**src/rtl/bam_pkg.sv**
```systemverilog
// Package: shared types and default sizes for the buffer address manager.
// Assumes: nothing; included first in compile order.
package bam_pkg;
    // Default width of a buffer address (16 addresses)
    parameter int BAM_ADDR_W_DEF = 4;
    // Default width of an occupancy counter (up to 7 destinations)
    parameter int BAM_CNT_W_DEF  = 3;

    // One flag per kind of address corruption detected in a cycle
    typedef struct packed {
        logic load_busy;   // counter loaded while non-zero
        logic free_idle;   // transmission reported on a zero counter
    } corrupt_evt_t;
endpackage

```
**src/rtl/bam_free_pool.sv**
```systemverilog
// Module: bam_free_pool
// FIFO of free buffer addresses. Reset preloads every address in ascending
// order, so the FIFO starts full. Assumes the caller never pushes an address
// that is already stored, so the FIFO can never hold more than DEPTH entries.
module bam_free_pool #(
    parameter int ADDR_W = 4
) (
    input  logic              clk,
    input  logic              rst_n,
    input  logic              pop,
    input  logic              push,
    input  logic [ADDR_W-1:0] push_addr,
    output logic [ADDR_W-1:0] head_addr,
    output logic              not_empty,
    output logic [ADDR_W:0]   level
);
    localparam int DEPTH = 1 << ADDR_W;

    logic [ADDR_W-1:0] slots [DEPTH];
    logic [ADDR_W-1:0] rd_ptr;
    logic [ADDR_W-1:0] wr_ptr;
    logic              pop_ok;

    // A pop only takes effect when an address is present
    always_comb begin
        not_empty = (level != '0);
        pop_ok    = pop && not_empty;
        head_addr = slots[rd_ptr];
    end

    // Slot storage: preload ascending addresses, then write releases at the tail
    always_ff @(posedge clk) begin
        if (!rst_n) begin
            for (int i = 0; i < DEPTH; i++) begin
                slots[i] <= ADDR_W'(i);
            end
        end else if (push) begin
            slots[wr_ptr] <= push_addr;
        end
    end

    // Pointers and fill level
    always_ff @(posedge clk) begin
        if (!rst_n) begin
            rd_ptr <= '0;
            wr_ptr <= '0;
            level  <= (ADDR_W+1)'(DEPTH);
        end else begin
            if (push) begin
                wr_ptr <= wr_ptr + 1'b1;
            end
            if (pop_ok) begin
                rd_ptr <= rd_ptr + 1'b1;
            end
            level <= level + (ADDR_W+1)'(push) - (ADDR_W+1)'(pop_ok);
        end
    end
endmodule

```
**src/rtl/bam_occupancy.sv**
```systemverilog
// Module: bam_occupancy
// One occupancy counter per buffer address. A commit loads a counter and a
// transmission report decrements one. A decrement that reaches zero emits a
// release. If both operations name the same address in a cycle, the load is
// applied first. An erroneous operation leaves its counter unchanged and
// raises a corruption flag. Assumes at most one commit and one report per cycle.
module bam_occupancy
    import bam_pkg::*;
#(
    parameter int ADDR_W = 4,
    parameter int CNT_W  = 3
) (
    input  logic              clk,
    input  logic              rst_n,
    input  logic              ld_valid,
    input  logic [ADDR_W-1:0] ld_addr,
    input  logic [CNT_W-1:0]  ld_count,
    input  logic              dec_valid,
    input  logic [ADDR_W-1:0] dec_addr,
    output logic              rel_valid,
    output logic [ADDR_W-1:0] rel_addr,
    output corrupt_evt_t      evt
);
    localparam int NUM_ADDR = 1 << ADDR_W;

    logic [CNT_W-1:0] occ [NUM_ADDR];
    logic             ld_ok;
    logic [CNT_W-1:0] dec_view;

    // Classify this cycle's operations; the decrement sees the value after the load
    always_comb begin
        ld_ok         = ld_valid && (occ[ld_addr] == '0);
        dec_view      = (ld_ok && (ld_addr == dec_addr)) ? ld_count : occ[dec_addr];
        evt.load_busy = ld_valid && !ld_ok;
        evt.free_idle = dec_valid && (dec_view == '0);
        rel_valid     = dec_valid && (dec_view == CNT_W'(1));
        rel_addr      = dec_addr;
    end

    for (genvar g = 0; g < NUM_ADDR; g++) begin : g_cnt
        logic [CNT_W-1:0] after_ld;
        logic [CNT_W-1:0] nxt;

        // Next value of this entry: load first, then decrement if non-zero
        always_comb begin
            after_ld = occ[g];
            if (ld_valid && (ld_addr == ADDR_W'(g)) && (occ[g] == '0)) begin
                after_ld = ld_count;
            end
            nxt = after_ld;
            if (dec_valid && (dec_addr == ADDR_W'(g)) && (after_ld != '0)) begin
                nxt = after_ld - 1'b1;
            end
        end

        // Counter register for this entry
        always_ff @(posedge clk) begin
            if (!rst_n) begin
                occ[g] <= '0;
            end else begin
                occ[g] <= nxt;
            end
        end
    end
endmodule

```
**src/rtl/bam_corrupt_irq.sv**
```systemverilog
// Module: bam_corrupt_irq
// Sticky address-corruption status bit and its maskable interrupt output.
// A new event takes precedence over a clear in the same cycle.
module bam_corrupt_irq
    import bam_pkg::*;
(
    input  logic         clk,
    input  logic         rst_n,
    input  corrupt_evt_t evt,
    input  logic         clr,
    input  logic         mask,
    output logic         status,
    output logic         irq
);
    // Set on any event, otherwise clear on request
    always_ff @(posedge clk) begin
        if (!rst_n) begin
            status <= 1'b0;
        end else if (evt.load_busy || evt.free_idle) begin
            status <= 1'b1;
        end else if (clr) begin
            status <= 1'b0;
        end
    end

    // Interrupt follows the status bit unless it is masked
    always_comb begin
        irq = status && !mask;
    end
endmodule

```
**src/rtl/buf_addr_mgr.sv**
```systemverilog
// Module: buf_addr_mgr (top)
// Shared buffer address manager. It grants free addresses from a FIFO pool,
// tracks multicast occupancy per address, recycles an address when its last
// copy is transmitted, and flags address corruption.
// Assumes input controllers commit only addresses they were granted.
module buf_addr_mgr
    import bam_pkg::*;
#(
    parameter int ADDR_W = BAM_ADDR_W_DEF,
    parameter int CNT_W  = BAM_CNT_W_DEF
) (
    input  logic              clk,
    input  logic              rst_n,
    input  logic              alloc_req,
    output logic              grant_valid,
    output logic [ADDR_W-1:0] grant_addr,
    input  logic              commit_valid,
    input  logic [ADDR_W-1:0] commit_addr,
    input  logic [CNT_W-1:0]  commit_dests,
    input  logic              tx_valid,
    input  logic [ADDR_W-1:0] tx_addr,
    input  logic              irq_mask,
    input  logic              corrupt_clr,
    output logic              corrupt_status,
    output logic              irq
);
    logic              rel_valid;
    logic [ADDR_W-1:0] rel_addr;
    logic [ADDR_W:0]   pool_level;
    corrupt_evt_t      evt;

    bam_free_pool #(.ADDR_W(ADDR_W)) u_pool (
        .clk       (clk),
        .rst_n     (rst_n),
        .pop       (alloc_req),
        .push      (rel_valid),
        .push_addr (rel_addr),
        .head_addr (grant_addr),
        .not_empty (grant_valid),
        .level     (pool_level)
    );

    bam_occupancy #(.ADDR_W(ADDR_W), .CNT_W(CNT_W)) u_occ (
        .clk       (clk),
        .rst_n     (rst_n),
        .ld_valid  (commit_valid),
        .ld_addr   (commit_addr),
        .ld_count  (commit_dests),
        .dec_valid (tx_valid),
        .dec_addr  (tx_addr),
        .rel_valid (rel_valid),
        .rel_addr  (rel_addr),
        .evt       (evt)
    );

    bam_corrupt_irq u_irq (
        .clk    (clk),
        .rst_n  (rst_n),
        .evt    (evt),
        .clr    (corrupt_clr),
        .mask   (irq_mask),
        .status (corrupt_status),
        .irq    (irq)
    );
endmodule

```
**config.mk**
```make
export PLATFORM = sky130hd
export DESIGN_NAME = buf_addr_mgr
export DESIGN_NICKNAME = d
export VERILOG_FILES = /design/src/rtl/bam_pkg.sv /design/src/rtl/bam_free_pool.sv /design/src/rtl/bam_occupancy.sv /design/src/rtl/bam_corrupt_irq.sv /design/src/rtl/buf_addr_mgr.sv
export SDC_FILE = /design/constraint.sdc
export NUM_CORES = 1
export LEC_CHECK = 0
export ABC_AREA = 1
export ABC_CLOCK_PERIOD_IN_PS = 4600
export CORE_MARGIN = 5
export CORE_UTILIZATION = 30
export CTS_CLUSTER_SIZE = 30
export DETAILED_ROUTE_END_ITERATION = 16
export SYNTH_ARGS = -nofsm -noshare
export SYNTH_HDL_FRONTEND = slang
export SYNTH_HIERARCHICAL = 1
export SYNTH_SLANG_ARGS = --single-unit
export TNS_END_PERCENT = 1
```
**constraint.sdc**
```tcl
create_clock -name clk -period 4.6 [get_ports clk]
set_input_delay 0.46 -clock clk [delete_from_list [all_inputs] [get_ports clk]]
set_output_delay 0.46 -clock clk [all_outputs]
set_load 0.01 [all_outputs]
```
======== Word-level counts from Yosys, hierarchy flattened ========
Memories as Yosys holds them, arrays and structs flattened. A register that Yosys moved wholly into a read port is not among the register bits.
Index checks and enable logic that the tools add are counted.
word-level totals
  flip-flop bits (word level) ............. 14
  RAM bits ................................ 112
  word-level logic and storage cells ...... 248
  memories ................................ 2
memories
  memory        depth  bits a word  read ports  clocked after memory_dff  wr ports  line                 source
  u_pool.slots  16     4            1           1                         16        bam_free_pool.sv:19  logic [ADDR_W-1:0] slots [DEPTH];
  u_occ.occ     16     3            18          0                         16        bam_occupancy.sv:26  logic [CNT_W-1:0] occ [NUM_ADDR];
cells by class
  $add $sub $neg .......................... 20
  equal/unequal tests ..................... 32
  mux-type cells .......................... 61
  bitwise logic cells ..................... 16
  reduce and logical (&&, ||, !) cells .... 113
operators with widths
  kind                                                 number
  two-way mux 3 bit                                    49
  logical AND 1 bit                                    71
  equality test 4 bit, second input constant           16
  zero test 3 bit                                      18
  nonzero test 3 bit                                   16
  subtractor 3 x 1 -> 3 bit, second input constant     16
  equality test 4 x 3 -> 1 bit, second input constant  8
  equality test 4 x 2 -> 1 bit, second input constant  4
  two-way mux 4 bit                                    4
  bitwise OR 1 bit                                     16
  adder 4 x 1 -> 4 bit, second input constant          2
  equality test 4 x 1 -> 1 bit, second input constant  2
  zero test 4 bit                                      2
  two-way mux 1 bit                                    8
  adder 5 x 1 -> 5 bit                                 1
  nonzero test 5 bit                                   1
  subtractor 5 x 1 -> 5 bit                            1
  equality test 4 bit                                  1
  OR reduction 4 bit                                   1
  equality test 3 x 1 -> 1 bit, second input constant  1
  zero test 1 bit                                      2
  nonzero test 2 bit                                   1
  logical OR 1 bit                                     1

======== Depth between registers and ports, before layout ========
Gate-level depths: netlist of the first run.
An unclocked memory read counts as a cell.
  depth in word-level cells ............... 12
  gate-level depth with buffers ........... 25
  mapped depth without buffers ............ 24

======== By module ========
The synthesis of the first run kept the hierarchy.
by module, submodules not included
  module           instances  cells each  area an instance (um^2)  seq. area each (um^2)
  bam_occupancy    1          692         4307.9                   960.9
  bam_free_pool    1          499         4140.2                   2262.2
  bam_corrupt_irq  1          8           47.5                     20.0

======== Worst setup path after synthesis of the first run ========
OpenSTA, ideal clock, no wires.
  path type ............................... in2reg
  from .................................... input commit_addr[1]
  to ...................................... register u_pool.level[4]
  arrival ................................. 2699 ps
  slack ................................... 1778 ps
  stages .................................. 21
  cells stage by stage .................... buf_4 > inv_2 > buf_6 > nand2_1 > nand2_1 > o21ai_0 > nand2_1 > nor2_4 > nand4_1 > nand2_1 > nand2_1 > nor2_1 > ha_1 > inv_1 > fa_1 > inv_1 > nand2_1 > nand2_1 > nand2_1 > nand3b_1 > nand3_1
between the ends
  longest elaborated chain between the ends .. 9
  elaborated cells between the ends (all ways) .. 10
  classes of those cells .................. add/sub: 2; eq/ne: 2; mux: 1; reduce/logical: 4; memory: 1
ends and longest elaborated chain
  what                              line                 source
  from (decl)                       buf_addr_mgr.sv:18   input logic [ADDR_W-1:0] commit_addr,
  memory (16 x 3 bit)               --
  zero test 3 bit                   bam_occupancy.sv:32  ld_ok = ld_valid && (occ[ld_addr] == '0);
  logical AND 1 bit                 bam_occupancy.sv:32
  logical AND 1 bit (*)             bam_occupancy.sv:33  dec_view = (ld_ok && (ld_addr == dec_addr)) ? ld_count : occ[dec_addr];
  two-way mux 3 bit (*)             bam_occupancy.sv:33
  equality test 3 x 1 -> 1 bit (*)  bam_occupancy.sv:36  rel_valid = dec_valid && (dec_view == CNT_W'(1));
  logical AND 1 bit (*)             bam_occupancy.sv:36
  net rel_valid                     buf_addr_mgr.sv:27   logic rel_valid;
  adder 5 x 1 -> 5 bit (*)          bam_free_pool.sv:55  level <= level + (ADDR_W+1)'(push) - (ADDR_W+1)'(pop_ok);
  subtractor 5 x 1 -> 5 bit (*)     bam_free_pool.sv:55
  to (signal assigned)              bam_free_pool.sv:47  level <= (ADDR_W+1)'(DEPTH);
  to (signal assigned)              bam_free_pool.sv:55
  to (decl)                         bam_free_pool.sv:15  output logic [ADDR_W:0] level
Mark *: on every way through the listed nets, which the timed path passes. The rest lies on a longest branch.
A chain may end at the register's enable or synchronous reset.

======== Final worst setup path of the first run ========
Same ends and word-level chain as after synthesis.

==> results of run 1 <==
## through the flow
stage / instances / utilization / cell area [µm²] / hold slack (ps) / total power [mW]
after floorplan: 1199 / - / 8500 / 468 / 1.71
after global placement: 1568 / 0.324 / 9030 / 485 / 1.87
after detailed placement: 1568 / 0.324 / 9030 / 484 / 1.88
after CTS: 1600 / 0.344 / 9600 / 430 / 3.17
after global routing: 1600 / 0.344 / 9600 / 451 / 3.32
final: 1600 / 0.344 / 9600 / 426 / 3.14
## layer usage
layer	routed length [µm]	share of wire	up-vias	global-route usage
li1	-	-	3848	-
met1	10200	0.45	3523	0.190
met2	10400	0.46	268	0.242
met3	1460	0.065	42	0.0326
met4	510	0.023	0	0.0476
met5	0	0	-	0
## registers in the layout, summed over array words and instances, names as in the netlist, named ones only
signal and cells:
u_occ/occ 48, u_pool/slots 64, u_pool/rd_ptr 4, u_pool/level 5, u_pool/wr_ptr 4, u_irq/status 1
## area by class of cell
cell class              instances  area [µm²]  area share
clock buffers                  18         439      0.0458
clock inverters                14         123      0.0128
multi-input cells             783        4090       0.426
repair buffers                 33         315      0.0329
well taps                     378         473      0.0493
flip-flops and latches        130        3240       0.338
inverters                     244         918      0.0957
## synthesized netlist by cell type (2+ instances only)
cell type	n	area (µm²)
clkbuf_1	14	52.6
o21ai_1	8	40.0
xor2_1	3	26.3
o22ai_1	14	87.6
o21bai_1	3	22.5
edfxtp_1	64	1920
buf_6	4	45.0
buf_4	13	97.6
nor2_1	85	319
nor3_1	15	75.1
o211ai_1	11	82.6
nor2_4	5	56.3
nand3_1	68	340
nor4_1	4	25.0
ha_1	43	538
nor3_4	5	81.3
dfxtp_1	66	1320
inv_1	216	811
nand4_1	19	119
nand2_2	4	25.0
nand2_1	305	1140
nor2_2	21	131
o21ai_0	92	460
nor3_2	12	120
a21oi_1	53	265
inv_2	27	101
o31ai_1	2	15.0
buf_2	10	50.1
## power breakdown
| group | total (mW) | leakage (nW) | switching, mW | internal (mW) |
|---|---|---|---|---|
| clock network | 1.29 | 0.276 | 0.569 | 0.722 |
| registers | 1.30 | 1.08 | 0.0474 | 1.26 |
| logic | 0.546 | 2.87 | 0.349 | 0.197 |
## logic make-up after synthesis
logic type                 count (synthesis)  synth area share
and+or+nand+nor                          547             0.291
buffers and inverters                    286             0.137
AOI/OAI and AO/OA                        188             0.120
DFF                                      130             0.382
adders and majority gates                 44            0.0657
xor gates and xnor gates                   4           0.00412
## worst paths after layout
path	to	slack [ps]	from	depth (start not counted)
hold / removal	u_pool/level[4]$_SDFF_PN1_	430	rst_n	2
setup reg to reg	u_pool/level[4]$_SDFF_PN1_	1560	u_occ/occ[14][0]$_SDFF_PN0_	21
setup / recovery	u_pool/level[4]$_SDFF_PN1_	870	commit_addr[1]	21
hold reg to reg	u_irq/status$_SDFFE_PN0P_	480	u_irq/status$_SDFFE_PN0P_	2
==> run_summary.xml, run 1 <==
<?xml version="1.0" encoding="UTF-8"?>
<metrics>
  <group name="clock_tree">
    <metric name="max-clock-path-buffers" unit="">2</metric>
    <metric name="numCtsBuffers" unit="">17</metric>
    <metric name="post_cts.resized_instances" unit="">0</metric>
    <metric name="cts.htree.levels" unit="">4</metric>
    <metric name="tritoncts" unit="">yes</metric>
    <metric name="clock_sinks" unit="">130</metric>
    <metric name="postCtsHoldBufs" unit="">0</metric>
    <metric name="post_cts.repair.setup_buffers" unit="">0</metric>
    <metric name="clk_root_buffer_cell" unit="">clkbuf_16</metric>
    <metric name="insertion_delay_of_the_later_clocked_pin_in_the_worst_skew_pair" unit="ps">430</metric>
    <metric name="cts.reportedPaths.clkPinSlew" unit="ps">60</metric>
  </group>
  <group name="synth">
    <metric name="synthesis.instances" unit="">1199</metric>
    <metric name="synth.net_count" unit="">1261</metric>
    <metric name="synth-edff-count" unit="">64</metric>
    <metric name="synth_flop_cell" unit="">dfxtp_1</metric>
    <metric name="syn-cell-area" unit="µm²">8500</metric>
    <metric name="async_flop_share" unit="">0</metric>
    <metric name="flops_latches_synth" unit="">130</metric>
    <metric name="yosysWarnings" unit="">6</metric>
    <metric name="yosysSeqAreaShare" unit="">0.382</metric>
    <metric name="ys_types" unit="">41</metric>
    <metric name="avgSynthCellArea" unit="µm²">7.09</metric>
  </group>
  <group name="place">
    <metric name="post-dp-hpwl" unit="µm">16400</metric>
    <metric name="finalWeightedCongestion" unit="">0.977</metric>
    <metric name="preCtsSetupSlack" unit="ps">527</metric>
    <metric name="port_buffers" unit="">24</metric>
  </group>
  <group name="die">
    <metric name="floorplan_core_area" unit="µm²">27900</metric>
    <metric name="die_height" unit="µm">178</metric>
    <metric name="top_level_ports" unit="">25</metric>
    <metric name="die_area" unit="µm²">31800</metric>
    <metric name="fp_rows" unit="">61</metric>
    <metric name="initial_core_util" unit="">0.305</metric>
    <metric name="die-width" unit="µm">178</metric>
  </group>
  <group name="final_layout">
    <metric name="diodes" unit="">0</metric>
    <metric name="layout-drive-gt1-share" unit="">0.0974</metric>
    <metric name="mostFrequentLayoutCell" unit="">nand2_1</metric>
    <metric name="mostFrequentLayoutCells" unit="">nand2_1, inv_1, o21ai_0</metric>
    <metric name="nFillCells" unit="">2924</metric>
    <metric name="final_net_count" unit="">1271</metric>
    <metric name="syn_to_final_growth" unit="%">13.0</metric>
  </group>
  <group name="critical_path">
    <metric name="timing.critical_path.mode_cell" unit="">nand2_1</metric>
    <metric name="timing.critical_path.required" unit="ps">4900</metric>
    <metric name="critical_path.max_stage_delay" unit="ps">680</metric>
    <metric name="critical_path_class" unit="">in2reg</metric>
    <metric name="worstPathMaxFanout" unit="">11</metric>
    <metric name="setup.worst_path.start_class" unit="">input port</metric>
    <metric name="cp.arrival" unit="ps">4030</metric>
    <metric name="cp-end-kind" unit="">flop</metric>
    <metric name="critical-path-top-delay-family" unit="">simple AND/OR/NAND/NOR gates</metric>
    <metric name="timing.critical_path.cells" unit="">clkdlybuf4s50_1, buf_4, nand2_1, o21ai_0, nor2_1, nand2_1, nand2_1, nand2_1, nor2_4, nand4_1, nand3_1, nor2_1, ha_1, inv_1, fa_1, inv_1, nand2_1, nand2_1, nand2_1, nand3b_1, nand3_1</metric>
    <metric name="critical-path-slowest-cell" unit="">clkdlybuf4s50_1</metric>
    <metric name="path_buf_inv" unit="">4</metric>
  </group>
  <group name="sta">
    <metric name="finalHoldViolCount" unit="">0</metric>
    <metric name="final_max_slew_viol_count" unit="">0</metric>
    <metric name="post-route-worst-setup-slack" unit="ps">873</metric>
    <metric name="timing_worst_slew_pin_value" unit="ps">789</metric>
    <metric name="final-setup-viol-count" unit="">0</metric>
    <metric name="setup_total_negative_slack" unit="ps">0</metric>
    <metric name="period_share" unit="">0.810</metric>
    <metric name="achievable-frequency" unit="MHz">268</metric>
    <metric name="timing.slew.headroom" unit="">0.474</metric>
    <metric name="finClkSkew" unit="ps">18.7</metric>
    <metric name="grt_setup_unrepaired" unit="">no</metric>
    <metric name="final_critical_path_time_including_i_o_delays_and_setup" unit="ps">3730</metric>
  </group>
  <group name="global_routing">
    <metric name="maximum_number_of_pins_on_one_net_before_global_route_repair" unit="">37</metric>
    <metric name="vias_in_the_first_global_route" unit="">7424</metric>
    <metric name="grt_first_pass_wirelength" unit="µm">37000</metric>
    <metric name="grt.total_usage" unit="">0.146</metric>
    <metric name="antenna_found_initial" unit="">0</metric>
    <metric name="grt_overflow" unit="">0</metric>
  </group>
  <group name="drt">
    <metric name="drt_iter0_drc" unit="">603</metric>
    <metric name="vias" unit="">7681</metric>
    <metric name="remaining_drc_errors" unit="">0</metric>
    <metric name="avgViaCountPerCell" unit="">4.80</metric>
    <metric name="wl_per_cell" unit="µm">14.1</metric>
    <metric name="final_antenna_net_count" unit="">0</metric>
    <metric name="drt_pass1_iterations" unit="">5</metric>
    <metric name="routed_wirelength" unit="µm">22500</metric>
  </group>
  <group name="power_and_ir_drop">
    <metric name="leakagePower" unit="nW">4.23</metric>
    <metric name="ir_worst_vdd" unit="µV">190</metric>
    <metric name="powerDensity" unit="nW/µm²">327</metric>
  </group>
  <group name="flow_run">
    <metric name="max_cap_viol_count" unit="">0</metric>
  </group>
  <group name="min_path">
    <metric name="worst_hold_path_type" unit="">in2reg</metric>
  </group>
  <group name="status">
    <metric name="run_status" unit="">complete, no violations</metric>
  </group>
</metrics>
Note: power is estimated with default switching activity, not from simulation.
==> inputs of run 2 (changes only) <==
--- a/config.mk
+++ b/config.mk
@@ -6,7 +6,7 @@
 export NUM_CORES = 1
 export LEC_CHECK = 0
 export ABC_AREA = 1
-export ABC_CLOCK_PERIOD_IN_PS = 4600
+export ABC_CLOCK_PERIOD_IN_PS = 3400
 export CORE_MARGIN = 5
 export CORE_UTILIZATION = 30
 export CTS_CLUSTER_SIZE = 30
==> constraint.sdc (replaced) <==
create_clock -name clk -period 3.4 [get_ports clk]
set_input_delay 0.34 -clock clk [delete_from_list [all_inputs] [get_ports clk]]
set_output_delay 0.34 -clock clk [all_outputs]
set_load 0.01 [all_outputs]
==> run 2 against run 1 <==
Effect of this change:
- count of clock-buffer cells in the layout down 1
- routed wire length increased by 5.7%
- global-route usage up 0.59 points
- via count is 2.2% higher
- register-to-register slack got worse by 760 ps
- highest routed layer unchanged
- final cell count increased by 4.6%
==> run_summary.xml, run 2 (synthesis gave the netlist of run 1 again) <==
<?xml version="1.0" encoding="UTF-8"?>
<metrics>
  <group name="global_routing">
    <metric name="vias_in_the_first_global_route" unit="">7653</metric>
    <metric name="grt_first_pass_wirelength" unit="µm">38200</metric>
    <metric name="antenna_found_initial" unit="">0</metric>
    <metric name="grt.total_usage" unit="">0.152</metric>
    <metric name="grt_overflow" unit="">0</metric>
    <metric name="maximum_number_of_pins_on_one_net_before_global_route_repair" unit="">34</metric>
  </group>
  <group name="critical_path">
    <metric name="timing.critical_path.mode_cell" unit="">nand2_1</metric>
    <metric name="critical-path-slowest-cell" unit="">clkdlybuf4s50_1</metric>
    <metric name="setup.worst_path.start_class" unit="">input port</metric>
    <metric name="cp-end-kind" unit="">flop</metric>
    <metric name="reg2reg_depth" unit="">19</metric>
    <metric name="worstPathMaxFanout" unit="">13</metric>
    <metric name="cp.arrival" unit="ps">3120</metric>
    <metric name="critical_path.max_stage_delay" unit="ps">510</metric>
    <metric name="timing.critical_path.cells" unit="">clkdlybuf4s50_1, buf_12, nor2_2, buf_4, nand2_1, o21ai_0, nor2_1, nand2_1, nand2_1, nand2_1, nor2_4, nand4_1, nand2_1, nand2_1, nor2_1, buf_4, nand2_1, inv_2, nand2_2, nor2_2, inv_2, nand2_1</metric>
    <metric name="timing.critical_path.required" unit="ps">3530</metric>
    <metric name="critical_path_class" unit="">in2reg</metric>
  </group>
  <group name="sta">
    <metric name="final_critical_path_time_including_i_o_delays_and_setup" unit="ps">2990</metric>
    <metric name="finalHoldViolCount" unit="">0</metric>
    <metric name="final_max_slew_viol_count" unit="">0</metric>
    <metric name="grt_setup_unrepaired" unit="">no</metric>
    <metric name="timing.slew.headroom" unit="">0.493</metric>
    <metric name="period_share" unit="">0.878</metric>
    <metric name="final-setup-viol-count" unit="">0</metric>
    <metric name="finClkSkew" unit="ps">16.7</metric>
    <metric name="achievable-frequency" unit="MHz">335</metric>
    <metric name="timing_worst_slew_pin_value" unit="ps">759</metric>
  </group>
  <group name="clock_tree">
    <metric name="cts.htree.levels" unit="">4</metric>
    <metric name="cts.reportedPaths.clkPinSlew" unit="ps">70</metric>
    <metric name="tritoncts" unit="">yes</metric>
    <metric name="clk_root_buffer_cell" unit="">clkbuf_16</metric>
    <metric name="max-clock-path-buffers" unit="">2</metric>
    <metric name="numCtsBuffers" unit="">17</metric>
    <metric name="clock_sinks" unit="">130</metric>
    <metric name="post_cts.resized_instances" unit="">0</metric>
    <metric name="postCtsHoldBufs" unit="">0</metric>
    <metric name="post_cts.repair.setup_buffers" unit="">0</metric>
    <metric name="insertion_delay_of_the_later_clocked_pin_in_the_worst_skew_pair" unit="ps">430</metric>
  </group>
  <group name="final_layout">
    <metric name="final_net_count" unit="">1345</metric>
    <metric name="syn_to_final_growth" unit="%">20.3</metric>
    <metric name="largest_register_ffs" unit="">64</metric>
    <metric name="largest_register" unit="">u_pool/slots</metric>
    <metric name="mostFrequentLayoutCells" unit="">nand2_1, inv_1, o21ai_0</metric>
    <metric name="final-instance-count-excl-fill" unit="">1674</metric>
    <metric name="diodes" unit="">0</metric>
    <metric name="biggestRegsByFlops" unit="">u_pool/slots x64, u_occ/occ x48, u_pool/level x5</metric>
    <metric name="mostFrequentLayoutCell" unit="">nand2_1</metric>
    <metric name="layout-drive-gt1-share" unit="">0.150</metric>
  </group>
  <group name="place">
    <metric name="finalWeightedCongestion" unit="">0.990</metric>
    <metric name="dpl.cell_count" unit="">1642</metric>
    <metric name="port_buffers" unit="">24</metric>
    <metric name="post-dp-hpwl" unit="µm">18100</metric>
  </group>
  <group name="flow_run">
    <metric name="max_cap_viol_count" unit="">0</metric>
  </group>
  <group name="power_and_ir_drop">
    <metric name="leakagePower" unit="nW">4.61</metric>
    <metric name="totalPowerFinal" unit="mW">4.38</metric>
    <metric name="ir_worst_vdd" unit="µV">211</metric>
    <metric name="powerDensity" unit="nW/µm²">429</metric>
  </group>
  <group name="die">
    <metric name="fp_rows" unit="">61</metric>
    <metric name="die-width" unit="µm">178</metric>
    <metric name="die_area" unit="µm²">31800</metric>
    <metric name="top_level_ports" unit="">25</metric>
    <metric name="floorplan_core_area" unit="µm²">27900</metric>
    <metric name="initial_core_util" unit="">0.305</metric>
    <metric name="die_height" unit="µm">178</metric>
  </group>
  <group name="min_path">
    <metric name="worst_hold_path_type" unit="">in2reg</metric>
    <metric name="timing.hold.worst_path_depth" unit="">3</metric>
  </group>
  <group name="drt">
    <metric name="vias" unit="">7850</metric>
    <metric name="drt_pass1_iterations" unit="">5</metric>
    <metric name="remaining_drc_errors" unit="">0</metric>
    <metric name="drt_iter0_drc" unit="">518</metric>
    <metric name="wl_per_cell" unit="µm">14.2</metric>
    <metric name="final_antenna_net_count" unit="">0</metric>
    <metric name="routed_wirelength" unit="µm">23800</metric>
    <metric name="avgViaCountPerCell" unit="">4.69</metric>
  </group>
  <group name="status">
    <metric name="run_status" unit="">complete, no violations</metric>
  </group>
</metrics>
run 2: cell types whose count changed in the layout (fill, tap and decap cells not counted), sizes merged:
cell and delta:
buf +74, inv +5, clkinv -4, clkbuf -1
run 2: through the flow:
| stage | TNS (ps) | util | hold slack (ps) | setup slack (ps) | area [µm²] |
|---|---|---|---|---|---|
| detailed placement | -164 | 0.346 | 481 | -32.9 | 9640 |
| finish | 0 | 0.367 | 465 | 413 | 10200 |
| CTS | 0 | 0.367 | 453 | 424 | 10200 |
| floorplan | 0 | - | 449 | 698 | 8500 |
| global placement | 0 | 0.346 | 484 | 15.5 | 9640 |
| global route | 0 | 0.367 | 491 | 121 | 10200 |
run 2: area by class of cell:
| class | instances | area (µm²) |
|---|---|---|
| clock buffer | 17 | 425 |
| timing repair buffer | 107 | 921 |
| fill | 2959 | 17600 |
| clock inverter | 15 | 158 |
| multi-input combinational | 783 | 4090 |
| inverter | 244 | 918 |
| sequential | 130 | 3240 |
| tap | 378 | 473 |
run 2: final timing paths:
check	from	end	slack [ps]
worst max register to register	u_occ/occ[12][0]$_SDFF_PN0_	u_pool/slots[13][1]$_SDFFCE_PN0P_	800
worst min-delay path	rst_n	u_pool/level[0]$_SDFF_PN0_	460
worst min register to register	u_irq/status$_SDFFE_PN0P_	u_irq/status$_SDFFE_PN0P_	490
worst max-delay path	commit_addr[0]	u_pool/slots[13][1]$_SDFFCE_PN0P_	410
run 2: layer usage:
| layer | share of wire | GRT usage | vias to the layer above |
|---|---|---|---|
| met5 | 0 | 0 | - |
| met4 | 0.014 | 0.0377 | 0 |
| met3 | 0.050 | 0.0276 | 32 |
| met2 | 0.48 | 0.263 | 209 |
| met1 | 0.45 | 0.197 | 3606 |
| li1 | - | - | 4003 |
run 2: critical path, delay by kind of cell:
| kind | cells | cell delay (ps) |
|---|---|---|
| simple gates | 15 | 1500 |
| buf+inv | 6 | 1160 |
| compound gates | 1 | 80 |
run 2: power breakdown:
part           leakage (nW)  switching [mW]  internal (mW)  total (mW)
Combinational          3.24           0.499          0.315       0.813
Clock                 0.287           0.833          0.986        1.82
Sequential             1.08          0.0532           1.70        1.75
